**config.mk**
```make
export PLATFORM = sky130hd
export DESIGN_NAME = spi_reg_bridge
export DESIGN_NICKNAME = d
export VERILOG_FILES = /design/src/rtl/spib_pkg.sv /design/src/rtl/spib_shifter.sv /design/src/rtl/spib_cmd.sv /design/src/rtl/spi_reg_bridge.sv
export SDC_FILE = /design/constraint.sdc
export NUM_CORES = 1
export LEC_CHECK = 0
export CAP_MARGIN = 10
export CELL_PAD_IN_SITES_DETAIL_PLACEMENT = 1
export CELL_PAD_IN_SITES_GLOBAL_PLACEMENT = 2
export CORE_ASPECT_RATIO = 1.5
export CORE_MARGIN = 8
export CORE_UTILIZATION = 35
export DETAILED_ROUTE_END_ITERATION = 7
export PLACE_DENSITY_LB_ADDON = 0.1
export REMOVE_ABC_BUFFERS = 1
export SKIP_CTS_REPAIR_TIMING = 1
export SLEW_MARGIN = 0
export SYNTH_ARGS = -nofsm -noshare
export SYNTH_HDL_FRONTEND = slang
export SYNTH_SLANG_ARGS = --single-unit
export TNS_END_PERCENT = 30
```
**constraint.sdc**
```tcl
create_clock -name clk -period 2.7 [get_ports clk]
set_clock_uncertainty 0.1 [all_clocks]
set_input_delay 0.27 -clock clk [delete_from_list [all_inputs] [get_ports clk]]
set_output_delay 0.27 -clock clk [all_outputs]
set_load 0.02 [all_outputs]
```
**src/rtl/spib_pkg.sv**
```systemverilog
// Shared constants for the SPI register bridge: opcodes, status bit
// positions and the command phase type. Assumes single-lane SPI only.
package spib_pkg;

    localparam logic [7:0] OP_PWR_OFF  = 8'h02;
    localparam logic [7:0] OP_PWR_ON   = 8'h04;
    localparam logic [7:0] OP_RD_STAT  = 8'h06;
    localparam logic [7:0] OP_WR_STAT  = 8'h08;
    localparam logic [7:0] OP_CFG_RD   = 8'h0A;
    localparam logic [7:0] OP_CFG_WR   = 8'h0C;
    localparam logic [7:0] OP_DATA_WR  = 8'h0E;
    localparam logic [7:0] OP_CFG_TYPE = 8'h10;
    localparam logic [7:0] OP_DATA_RD  = 8'h81;

    localparam logic [7:0] TYPE_SINGLE4 = 8'h04;

    localparam int SB_ON     = 0;
    localparam int SB_CFG_OK = 1;
    localparam int SB_READY  = 2;
    localparam int SB_RD_ERR = 3;
    localparam int SB_WR_ERR = 4;
    localparam int SB_DONE   = 5;
    localparam int SB_TMO    = 6;
    localparam int SB_CMD    = 7;

    localparam logic [7:0] ERR_MASK = 8'hD8;

    localparam int CFG_FIELD_W = 32;

    typedef enum logic [2:0] {
        PH_OP, PH_CFG, PH_CTYPE, PH_WSTAT, PH_RSTAT, PH_RDATA, PH_WDATA, PH_SKIP
    } phase_e;

endpackage

```
**src/rtl/spib_shifter.sv**
```systemverilog
// Byte shifter for a mode-0 SPI target. Synchronises SCLK, CS_N and MOSI
// into clk, assembles received bytes and shifts out the byte offered on
// tx_byte. Assumes SCLK is at most clk/8 so every edge is seen.
module spib_shifter (
    input  logic       clk,
    input  logic       rst_n,
    input  logic       sclk,
    input  logic       cs_n,
    input  logic       mosi,
    input  logic       early_en,
    input  logic [7:0] tx_byte,
    output logic       miso,
    output logic       rx_valid,
    output logic [7:0] rx_byte,
    output logic       frame_start
);

    logic [2:0] sclk_q;
    logic [2:0] cs_q;
    logic [1:0] mosi_q;
    logic [2:0] bit_cnt;
    logic [7:0] rx_sh;
    logic [7:0] tx_sh;
    logic       at_bound;
    logic       active;
    logic       rise;
    logic       fall;

    assign active      = ~cs_q[1];
    assign rise        = active & sclk_q[1] & ~sclk_q[2];
    assign fall        = active & ~sclk_q[1] & sclk_q[2];
    assign frame_start = ~cs_q[1] & cs_q[2];
    assign miso        = tx_sh[7];
    assign rx_byte     = rx_sh;

    // Purpose: bring the asynchronous pins into the clk domain.
    always_ff @(posedge clk) begin
        if (!rst_n) begin
            sclk_q <= '0;
            cs_q   <= '1;
            mosi_q <= '0;
        end else begin
            sclk_q <= {sclk_q[1:0], sclk};
            cs_q   <= {cs_q[1:0], cs_n};
            mosi_q <= {mosi_q[0], mosi};
        end
    end

    // Purpose: sample on rising edges, launch on falling (or early) edges.
    always_ff @(posedge clk) begin
        if (!rst_n) begin
            bit_cnt  <= '0;
            rx_sh    <= '0;
            tx_sh    <= '0;
            at_bound <= 1'b0;
            rx_valid <= 1'b0;
        end else begin
            rx_valid <= 1'b0;
            if (frame_start) begin
                bit_cnt  <= '0;
                tx_sh    <= '0;
                at_bound <= 1'b0;
            end else if (!active) begin
                bit_cnt  <= '0;
                at_bound <= 1'b0;
            end else if (rise) begin
                rx_sh   <= {rx_sh[6:0], mosi_q[1]};
                bit_cnt <= bit_cnt + 3'd1;
                if (bit_cnt == 3'd7) begin
                    rx_valid <= 1'b1;
                    at_bound <= 1'b1;
                end else if (early_en) begin
                    tx_sh <= {tx_sh[6:0], 1'b0};
                end
            end else if (fall) begin
                if (at_bound) begin
                    tx_sh    <= tx_byte;
                    at_bound <= 1'b0;
                end else if (!early_en) begin
                    tx_sh <= {tx_sh[6:0], 1'b0};
                end
            end
        end
    end

    // no byte is reported once chip select is high.
    assert_no_byte_idle_R13: assert property (@(posedge clk) disable iff (!rst_n)
        !active |=> !rx_valid);

    // a received byte is a single-cycle pulse.
    assert_byte_pulse_R2: assert property (@(posedge clk) disable iff (!rst_n)
        rx_valid |=> !rx_valid);

endmodule

```
**src/rtl/spib_cmd.sv**
```systemverilog
// Command engine: decodes opcodes, holds the configured address and count,
// runs the byte-wide request/acknowledge bus and keeps the sticky status
// word. Assumes the bus answers well within one SPI bit time.
module spib_cmd
    import spib_pkg::*;
#(
    parameter int              ADDR_W    = 32,
    parameter int              LEN_W     = 16,
    parameter int              TMO_W     = 16,
    parameter logic [31:0]     CTRL_ADDR = 32'h0000_2000
) (
    input  logic              clk,
    input  logic              rst_n,
    input  logic              rx_valid,
    input  logic [7:0]        rx_byte,
    input  logic              frame_start,
    input  logic [TMO_W-1:0]  ack_limit,
    output logic [7:0]        tx_byte,
    output logic              early_en,
    output logic              bus_req,
    output logic              bus_we,
    output logic [ADDR_W-1:0] bus_addr,
    output logic [7:0]        bus_wdata,
    input  logic [7:0]        bus_rdata,
    input  logic              bus_ack
);

    localparam logic [ADDR_W-1:0] EARLY_ADDR = ADDR_W'(CTRL_ADDR + 32'd2);
    localparam logic [LEN_W-1:0]  LEN_BAD    = '1;

    phase_e                 ph;
    logic [2:0]             idx;
    logic [CFG_FIELD_W-1:0] addr_sh;
    logic [CFG_FIELD_W-1:0] len_sh;
    logic [CFG_FIELD_W-1:0] len_full;
    logic [ADDR_W-1:0]      cur_addr;
    logic [LEN_W-1:0]       rem_q;
    logic [TMO_W-1:0]       tmo_cnt;
    logic [7:0]             st_q;
    logic [7:0]             rd_buf;
    logic [7:0]             wdata_q;
    logic                   req_q;
    logic                   we_q;
    logic                   cfg_ok;
    logic                   cfg_rd;
    logic                   early_q;

    assign len_full  = {rx_byte, len_sh[CFG_FIELD_W-1:8]};
    assign bus_req   = req_q;
    assign bus_we    = we_q;
    assign bus_addr  = cur_addr;
    assign bus_wdata = wdata_q;
    assign early_en  = early_q;

    // Purpose: pick the byte shifted out in the next slot.
    always_comb begin
        case (ph)
            PH_RSTAT: tx_byte = st_q;
            PH_RDATA: tx_byte = rd_buf;
            default:  tx_byte = 8'h00;
        endcase
    end

    // Purpose: bus handshake, time-out, opcode decode and status update.
    always_ff @(posedge clk) begin
        if (!rst_n) begin
            ph       <= PH_OP;
            idx      <= '0;
            addr_sh  <= '0;
            len_sh   <= '0;
            cur_addr <= '0;
            rem_q    <= '0;
            tmo_cnt  <= '0;
            st_q     <= '0;
            rd_buf   <= '0;
            wdata_q  <= '0;
            req_q    <= 1'b0;
            we_q     <= 1'b0;
            cfg_ok   <= 1'b0;
            cfg_rd   <= 1'b0;
            early_q  <= 1'b0;
        end else begin
            if (req_q) begin
                if (bus_ack) begin
                    req_q   <= 1'b0;
                    tmo_cnt <= '0;
                    if (we_q) begin
                        if (cur_addr == EARLY_ADDR) early_q <= wdata_q[0];
                        if (rem_q == '0) begin
                            st_q[SB_DONE] <= 1'b1;
                            cfg_ok        <= 1'b0;
                            if (ph == PH_WDATA) ph <= PH_SKIP;
                        end else begin
                            rem_q    <= rem_q - 1'b1;
                            cur_addr <= cur_addr + 1'b1;
                        end
                    end else begin
                        rd_buf <= bus_rdata;
                    end
                end else if (tmo_cnt == ack_limit) begin
                    req_q        <= 1'b0;
                    tmo_cnt      <= '0;
                    st_q[SB_TMO] <= 1'b1;
                    cfg_ok       <= 1'b0;
                    if (ph == PH_RDATA || ph == PH_WDATA) ph <= PH_SKIP;
                end else begin
                    tmo_cnt <= tmo_cnt + 1'b1;
                end
            end

            if (frame_start) begin
                ph  <= PH_OP;
                idx <= '0;
            end else if (rx_valid) begin
                case (ph)
                    PH_OP: begin
                        ph <= PH_SKIP;
                        case (rx_byte)
                            OP_PWR_OFF:  st_q[SB_ON] <= 1'b0;
                            OP_PWR_ON:   st_q[SB_ON] <= 1'b1;
                            OP_RD_STAT:  ph <= PH_RSTAT;
                            OP_WR_STAT:  ph <= PH_WSTAT;
                            OP_CFG_TYPE: ph <= PH_CTYPE;
                            OP_CFG_RD, OP_CFG_WR: begin
                                ph               <= PH_CFG;
                                idx              <= '0;
                                cfg_ok           <= 1'b0;
                                cfg_rd           <= (rx_byte == OP_CFG_RD);
                                st_q[SB_CFG_OK]  <= 1'b0;
                                st_q[SB_READY]   <= 1'b0;
                                st_q[SB_DONE]    <= 1'b0;
                            end
                            OP_DATA_RD: begin
                                if (cfg_ok && cfg_rd && !req_q) begin
                                    ph    <= PH_RDATA;
                                    req_q <= 1'b1;
                                    we_q  <= 1'b0;
                                end else begin
                                    st_q[SB_RD_ERR] <= 1'b1;
                                end
                            end
                            OP_DATA_WR: begin
                                if (cfg_ok && !cfg_rd) ph <= PH_WDATA;
                                else st_q[SB_WR_ERR] <= 1'b1;
                            end
                            default: st_q[SB_CMD] <= 1'b1;
                        endcase
                    end
                    PH_CFG: begin
                        idx <= idx + 3'd1;
                        if (idx < 3'd4) addr_sh <= {rx_byte, addr_sh[CFG_FIELD_W-1:8]};
                        else            len_sh  <= len_full;
                        if (idx == 3'd7) begin
                            ph <= PH_SKIP;
                            if (len_full[CFG_FIELD_W-1:LEN_W] == '0 &&
                                len_full[LEN_W-1:0] != LEN_BAD) begin
                                cfg_ok          <= 1'b1;
                                st_q[SB_CFG_OK] <= 1'b1;
                                st_q[SB_READY]  <= 1'b1;
                                cur_addr        <= addr_sh[ADDR_W-1:0];
                                rem_q           <= len_full[LEN_W-1:0];
                            end else begin
                                st_q[SB_CMD] <= 1'b1;
                            end
                        end
                    end
                    PH_CTYPE: begin
                        if (rx_byte != TYPE_SINGLE4) st_q[SB_CMD] <= 1'b1;
                        ph <= PH_SKIP;
                    end
                    PH_WSTAT: begin
                        st_q <= st_q & ~(rx_byte & ERR_MASK);
                        ph   <= PH_SKIP;
                    end
                    PH_RSTAT: ph <= PH_SKIP;
                    PH_RDATA: begin
                        if (rem_q == '0) begin
                            st_q[SB_DONE] <= 1'b1;
                            cfg_ok        <= 1'b0;
                            ph            <= PH_SKIP;
                        end else begin
                            rem_q    <= rem_q - 1'b1;
                            cur_addr <= cur_addr + 1'b1;
                            req_q    <= 1'b1;
                            we_q     <= 1'b0;
                        end
                    end
                    PH_WDATA: begin
                        wdata_q <= rx_byte;
                        req_q   <= 1'b1;
                        we_q    <= 1'b1;
                    end
                    default: ;
                endcase
            end
        end
    end

    // config-success and ready always move together.
    assert_ready_pair_R3: assert property (@(posedge clk) disable iff (!rst_n)
        st_q[SB_CFG_OK] == st_q[SB_READY]);

    // an accepted configuration never holds the oversize count.
    assert_len_cap_R4: assert property (@(posedge clk) disable iff (!rst_n)
        cfg_ok |-> rem_q != LEN_BAD);

    // the address is held while a request waits.
    assert_addr_hold_R5: assert property (@(posedge clk) disable iff (!rst_n)
        bus_req && !bus_ack |=> !bus_req || $stable(bus_addr));

    // a waiting request only goes away through the time-out.
    assert_req_hold_R10: assert property (@(posedge clk) disable iff (!rst_n)
        bus_req && !bus_ack |=> bus_req || st_q[SB_TMO]);

    // error bits drop only after a write-status argument byte.
    assert_w1c_only_R9: assert property (@(posedge clk) disable iff (!rst_n)
        $fell(st_q[SB_RD_ERR]) || $fell(st_q[SB_WR_ERR]) || $fell(st_q[SB_CMD])
        |-> $past(rx_valid && ph == PH_WSTAT));

endmodule

```
**src/rtl/spi_reg_bridge.sv**
```systemverilog
// Top of the SPI register bridge. Joins the SPI byte shifter and the
// command engine. Assumes mode-0 SPI with SCLK no faster than clk/8.
module spi_reg_bridge #(
    parameter int          ADDR_W    = 32,
    parameter int          LEN_W     = 16,
    parameter int          TMO_W     = 16,
    parameter logic [31:0] CTRL_ADDR = 32'h0000_2000
) (
    input  logic              clk,
    input  logic              rst_n,
    input  logic              spi_sclk,
    input  logic              spi_cs_n,
    input  logic              spi_mosi,
    output logic              spi_miso,
    input  logic [TMO_W-1:0]  ack_limit,
    output logic              bus_req,
    output logic              bus_we,
    output logic [ADDR_W-1:0] bus_addr,
    output logic [7:0]        bus_wdata,
    input  logic [7:0]        bus_rdata,
    input  logic              bus_ack
);

    logic       rx_valid;
    logic [7:0] rx_byte;
    logic       frame_start;
    logic [7:0] tx_byte;
    logic       early_en;

    spib_shifter u_shift (
        .clk         (clk),
        .rst_n       (rst_n),
        .sclk        (spi_sclk),
        .cs_n        (spi_cs_n),
        .mosi        (spi_mosi),
        .early_en    (early_en),
        .tx_byte     (tx_byte),
        .miso        (spi_miso),
        .rx_valid    (rx_valid),
        .rx_byte     (rx_byte),
        .frame_start (frame_start)
    );

    spib_cmd #(
        .ADDR_W    (ADDR_W),
        .LEN_W     (LEN_W),
        .TMO_W     (TMO_W),
        .CTRL_ADDR (CTRL_ADDR)
    ) u_cmd (
        .clk         (clk),
        .rst_n       (rst_n),
        .rx_valid    (rx_valid),
        .rx_byte     (rx_byte),
        .frame_start (frame_start),
        .ack_limit   (ack_limit),
        .tx_byte     (tx_byte),
        .early_en    (early_en),
        .bus_req     (bus_req),
        .bus_we      (bus_we),
        .bus_addr    (bus_addr),
        .bus_wdata   (bus_wdata),
        .bus_rdata   (bus_rdata),
        .bus_ack     (bus_ack)
    );

endmodule

```
==> results.sh, run 1 <==
export IMPL_cts_buffer_depth=2
export IMPL_coreArea_um2=27780
export IMPL_h_tree_depth=4
export IMPL_synth_edff_count=0
export IMPL_yosys_area_top_type="dfxtp_1"
export IMPL_min_period_ns=2.524
export IMPL_io_buffers=72
export IMPL_final_net_count=1388
export IMPL_clk_pin_slew_ns=0.07
export IMPL_clock_latency_ns=0.45
export IMPL_wl_per_cell_um=21.32
export IMPL_finalHoldViolations=0
export IMPL_grt_max_degree=60
export IMPL_fillers=3364
export IMPL_fin_cells=1708
export IMPL_fin_ws_ns=0.1758
export IMPL_route_detailed_drc=0
export IMPL_dr_pass1_iters=5
export IMPL_met3_length_um=1194
export IMPL_initial_core_util_pct=35.34
export IMPL_cp_required_ns=2.91
export IMPL_drt_vias_per_instance=5.719
export IMPL_dp_slack_ns=0.09708
export IMPL_clock_sinks=184
export IMPL_drv_slew=0
export IMPL_yosysMostFrequentCell="nand2_1"
export IMPL_synth_top_area_share_pct=37.52
export IMPL_worstReg2RegStart="u_cmd.bus_addr[8]$_SDFF_PN0_"
export IMPL_async_flop_share_pct=0
export IMPL_grt_pass1_vias=9999
export IMPL_placed_area_um2=11400
export IMPL_yosysUniqueCellTypes=82
export IMPL_hpwl_um=26930
export IMPL_final_layout_size_suffix_gt1_share_pct=12.26
export IMPL_gp_congestion=0.8456
export IMPL_synth_area_um2=9817
export IMPL_dieArea_um2=33770
export IMPL_relSlewSlack_pct=38.48
export IMPL_fmax_ghz=0.3962
export IMPL_cts_buffers=17
export IMPL_arrival_ns=2.73
export IMPL_grt_pass1_wl_um=57490
export IMPL_fp_dieW_um=152.7
export IMPL_period_share_pct=93.49
export IMPL_root_buffer="clkbuf_16"
export IMPL_n_antenna_cell=0
export IMPL_num_io_pins=73
export IMPL_synthTopCellsByCount="214 x nand2_1, 184 x dfxtp_1, 111 x a21oi_1"
export IMPL_hold_class="in2reg"
export IMPL_wl_met1_um=15180
export IMPL_seqCellArea_um2=3684
export IMPL_dp_cells=1676
export IMPL_max_vdd_ir_drop_v=0.0003888
export IMPL_postLayoutCellArea_um2=11940
export IMPL_status="finished, final reports clean"
export IMPL_syn_to_final_growth_pct=21.62
export IMPL_drv_cap=0
export IMPL_synthTopCellsByArea="dfxtp_1 38%, nand2_1 8.2%, a21oi_1 5.7%"
export IMPL_ys_warn_count=0
export IMPL_rsz0062_at_grt="false"
export IMPL_synth_yosys_seq_area_share_pct=37.52
export IMPL_tightest_slew_ns=0.9229
export IMPL_synthCells=1260
export IMPL_grt_ovfl_total=0
export IMPL_multi_input_area_um2=5662
export IMPL_crit_start="u_cmd.bus_addr[8]$_SDFF_PN0_"
export IMPL_start_kind="register"
export IMPL_cp_end_kind="register"
export IMPL_antenna_found_initial=0
export IMPL_min_delay_start="spi_cs_n"
export IMPL_rows=75
export IMPL_avgSynthCellArea_um2=7.791
export IMPL_maxUsedRoutingLayer="met4"
export IMPL_wl_met2_um=18690
export IMPL_cp_max_fo=7
export IMPL_worstSetupPathType="reg2reg"
export IMPL_synth_seq_cells=184
export IMPL_finalPower_mw=5.277
export IMPL_final_antenna_net_count=0
export IMPL_track_usage_pct=21.55
export IMPL_timing_reg2reg_setup_slack_ns=0.18
export IMPL_p_leak_nw=4.137
export IMPL_finalSetupViolCount=0
export IMPL_cts_tree="yes"
export IMPL_via_count=9768
export IMPL_drtIter0Drc=431
export IMPL_p_per_area_nw_per_um2=442.0
export IMPL_synthFlopType="dfxtp_1"
export IMPL_wirelength_um=36420
export IMPL_die_h_um=221.1
cell usage in the layout, fill, tap and decap left out, types with 10 or more instances in the layout:
cell,instances
a211oi_1,10
a21oi_1,111
a22oi_1,22
a31oi_1,13
and3_1,10
buf_4,92
clkbuf_16,17
clkdlybuf4s50_1,72
dfxtp_1,184
inv_1,23
mux2i_1,30
nand2_1,214
nand2b_1,11
nand3_1,31
nand4_1,28
nor2_1,103
nor3_1,56
nor4_1,31
o21ai_0,19
o22ai_1,18
or4_1,10
xnor2_1,38
xor2_1,37
final timing paths:
check	endpoint	depth (start not counted)
worst max-delay path	u_cmd.bus_addr[27]$_SDFF_PN0_	6
worst min-delay path	u_shift.cs_q[0]$_SDFF_PN1_	2
worst max register to register	u_cmd.bus_addr[27]$_SDFF_PN0_	6
worst min register to register	u_shift.cs_q[1]$_SDFF_PN1_	1
stage by stage:
stage	setup TNS [ns]	utilization (%)	hold WS, ns
final	0	42.98	0.2724
after global routing	0	42.98	0.2642
after CTS	0	42.91	0.2566
after detailed placement	0	41.05	0.3012
after global placement	0	41.05	0.2895
after floorplan	-19.13	-	0.2391
flip-flops by register name (all words and copies together) (netlist names), 3 cells and up, named ones only:
signal and flops:
u_shift.rx_byte 8, u_cmd.addr_sh 32, u_cmd.st_q 7, u_cmd.len_sh 24, u_cmd.ph 3, u_shift.sclk_q 3
u_cmd.idx 3, u_shift.cs_q 3, u_cmd.tmo_cnt 16, u_shift.bit_cnt 3, u_cmd.bus_wdata 8, u_cmd.rd_buf 8
u_cmd.bus_addr 32, u_shift.tx_sh 8, u_cmd.rem_q 16
logic make-up (layout without fill, tap and decap cells):
family / Yosys count / count (layout) / share of synthesized area [%]
and+or+nand+nor: 553 / 553 / 27.03
AOI/OAI and AO/OA: 280 / 280 / 18.94
DFF: 184 / 184 / 37.52
buffers and inverters: 125 / 227 / 5.149
xor gates and xnor gates: 75 / 75 / 6.691
muxes: 34 / 34 / 3.518
adders and majority gates: 9 / 9 / 1.147
critical path, stage by stage (launching register included):
cell,delay [ns]
dfxtp_1,0.44
nand4_1,0.22
or4_4,0.47
or4_1,0.57
o31a_2,0.34
o21ai_1,0.15
a31oi_1,0.10
cell type report:
cell class | instances | area share [%]
multi-input combinational | 951 | 47.42
sequential | 184 | 30.85
timing repair buffer | 171 | 13.00
clock buffer | 20 | 3.658
tap | 346 | 3.626
inverter | 24 | 0.7755
clock inverter | 12 | 0.6707
routing by layer:
layer	global-route usage [%]	up-vias
li1	-	4698
met1	24.52	4815
met2	38.40	195
met3	3.394	60
met4	10.73	0
met5	0	-
where the power goes:
part | leakage [nW] | switching [mW] | internal (mW) | total, mW
combinational | 2.40 | 0.134 | 0.0946 | 0.229
clock | 0.254 | 1.15 | 1.17 | 2.32
sequential | 1.48 | 0.00524 | 2.72 | 2.72
total | 4.14 | 1.29 | 3.99 | 5.28
(Power assumes the default switching activity.)
==> run 2, diff against run 1 <==
CORE_UTILIZATION = 32   (was 35)
GPL_TIMING_DRIVEN = 0   (was default)
clock period = 2.1 ns   (was 2.7 ns; I/O delays follow)
==> results.sh, run 2 (synthesized netlist as in run 1, its figures left out) <==
export IMPL_crit_end="u_cmd.bus_addr[16]$_SDFF_PN0_"
export IMPL_violations="setup timing"
export IMPL_drt_vias_per_instance=5.602
export IMPL_cts_tree="yes"
export IMPL_maxUsedRoutingLayer="met4"
export IMPL_relSlewSlack_pct=54.48
export IMPL_final_layout_size_suffix_gt1_share_pct=26.97
export IMPL_min_path_cells=3
export IMPL_cp_max_fo=6
export IMPL_wirelength_um=40060
export IMPL_arrival_ns=2.78
export IMPL_cp_end_kind="register"
export IMPL_fin_ws_ns=-0.4302
export IMPL_p_leak_nw=4.923
export IMPL_wl_met2_um=20830
export IMPL_layout_commonest_cell="nand2_1"
export IMPL_crit_cells=8
export IMPL_hold_class="in2reg"
export IMPL_io_buffers=72
export IMPL_finalSetupViolCount=56
export IMPL_grt_pass1_wl_um=56460
export IMPL_dp_slack_ns=-1.782
export IMPL_fp_dieW_um=159.0
export IMPL_die_h_um=230.5
export IMPL_crit_start="u_shift.rx_byte[5]$_SDFFE_PN0P_"
export IMPL_fin_cells=1798
export IMPL_status="finished, violations left"
export IMPL_setup_tns_ns=-10.31
export IMPL_slowest_stage="or4_1"
export IMPL_dieArea_um2=36650
export IMPL_max_vdd_ir_drop_v=0.0004829
export IMPL_dp_cells=1643
export IMPL_wl_per_cell_um=22.28
export IMPL_final_net_count=1424
export IMPL_crit_top_cell="buf_6"
export IMPL_hold_slack_ns=0.05594
export IMPL_seqCellArea_um2=3817
export IMPL_grt_max_degree=75
export IMPL_gp_congestion=0.8225
export IMPL_cp_required_ns=2.35
export IMPL_via_count=10070
export IMPL_p_per_area_nw_per_um2=530.0
export IMPL_final_antenna_net_count=0
export IMPL_finalPower_mw=7.188
export IMPL_route_detailed_drc=0
export IMPL_start_kind="register"
export IMPL_tightest_slew_ns=0.6771
export IMPL_period_share_pct=120.5
export IMPL_worstSetupPathType="reg2reg"
export IMPL_antenna_found_initial=0
export IMPL_critPathMaxStageDelay_ns=0.43
export IMPL_rr_endpoint="u_cmd.bus_addr[16]$_SDFF_PN0_"
export IMPL_ff2ff_path_depth=8
export IMPL_fillers=3528
export IMPL_rows=78
export IMPL_grt_pass1_vias=9647
export IMPL_cts_buffers=17
export IMPL_num_io_pins=73
export IMPL_syn_to_final_growth_pct=38.16
export IMPL_cp_cell_sequence="nor4_4 > nand4_1 > buf_6 > nor3_4 > buf_6 > a2111oi_1 > or4_1 > a32o_1"
export IMPL_root_buffer="clkbuf_16"
export IMPL_finalHoldViolations=0
export IMPL_critPathBufInv=2
export IMPL_initial_core_util_pct=32.45
export IMPL_h_tree_depth=4
export IMPL_clk_pin_slew_ns=0.08
export IMPL_clock_latency_ns=0.46
export IMPL_min_period_ns=2.530
export IMPL_cpLargestDelayFamily="simple AND/OR/NAND/NOR gates"
export IMPL_drv_slew=0
export IMPL_hpwl_um=25610
export IMPL_timing_reg2reg_setup_slack_ns=-0.43
export IMPL_rsz0062_at_grt="true"
export IMPL_fmax_ghz=0.3952
export IMPL_coreArea_um2=30250
export IMPL_worstReg2RegStart="u_shift.rx_byte[5]$_SDFFE_PN0P_"
export IMPL_wl_met1_um=16480
export IMPL_dr_pass1_iters=5
export IMPL_n_antenna_cell=0
export IMPL_multi_input_area_um2=6599
export IMPL_clock_sinks=184
export IMPL_track_usage_pct=19.51
export IMPL_met3_length_um=1213
export IMPL_drtIter0Drc=408
export IMPL_grt_ovfl_total=0
export IMPL_drv_cap=0
export IMPL_final_cell_mix="194 x nand2_1, 127 x dfxtp_1, 108 x a21oi_1"
export IMPL_cts_buffer_depth=2
-- run 2: cell types whose count changed in the layout (fill, tap and decap cells not counted), sizes merged --
| cell | before | now |
|---|---|---|
| clkinv | 9 | 5 |
| bufinv | 0 | 1 |
| buf | 99 | 130 |
| clkdlybuf4s50 | 72 | 71 |
| inv | 25 | 30 |
| and4 | 4 | 7 |
| nor2 | 104 | 105 |
-- run 2: layout make-up --
| type | instances | area share [%] |
|---|---|---|
| clock inverter | 14 | 1.190 |
| clock buffer | 18 | 3.164 |
| inverter | 24 | 0.7380 |
| timing repair buffer | 203 | 14.42 |
| tap | 400 | 3.690 |
| multi-input combinational | 955 | 48.65 |
| sequential | 184 | 28.15 |
-- run 2: power by group --
| part | switching (mW) | total (mW) | internal (mW) | leakage [nW] |
|---|---|---|---|---|
| clock network | 1.64 | 3.33 | 1.69 | 0.281 |
| logic | 0.226 | 0.391 | 0.164 | 3.12 |
| registers | 0.00796 | 3.47 | 3.46 | 1.52 |
-- run 2: worst min path at each step --
stage,startpoint,endpoint
2_1_floorplan,rst_n,u_shift.cs_q[2]$_SDFF_PN1_
3_3_place_gp,u_shift.cs_q[0]$_SDFF_PN1_,u_shift.cs_q[1]$_SDFF_PN1_
3_5_place_dp,u_shift.cs_q[0]$_SDFF_PN1_,u_shift.cs_q[1]$_SDFF_PN1_
4_1_cts,rst_n,u_shift.cs_q[0]$_SDFF_PN1_
5_1_grt,rst_n,u_shift.cs_q[0]$_SDFF_PN1_
6_report,rst_n,u_shift.cs_q[1]$_SDFF_PN1_
-- run 2: tightest hold or removal path, cell delays in order --
cell and delay [ns]:
buf_2 0.11, buf_12 0.17, nand2b_1 0.09
-- run 2: routing by layer --
metal	up-vias	GRT usage (%)
met5	-	0
met4	0	8.220
met3	86	2.725
met2	197	35.79
met1	5001	22.27
li1	4788	-
-- run 2: stage by stage --
| step | utilization, % | instance area, um2 |
|---|---|---|
| after global routing | 44.83 | 13560 |
| after detailed placement | 35.69 | 10800 |
| after floorplan | - | 9402 |
| after CTS | 37.64 | 11390 |
| after global placement | 35.11 | 10620 |
| final | 44.83 | 13560 |
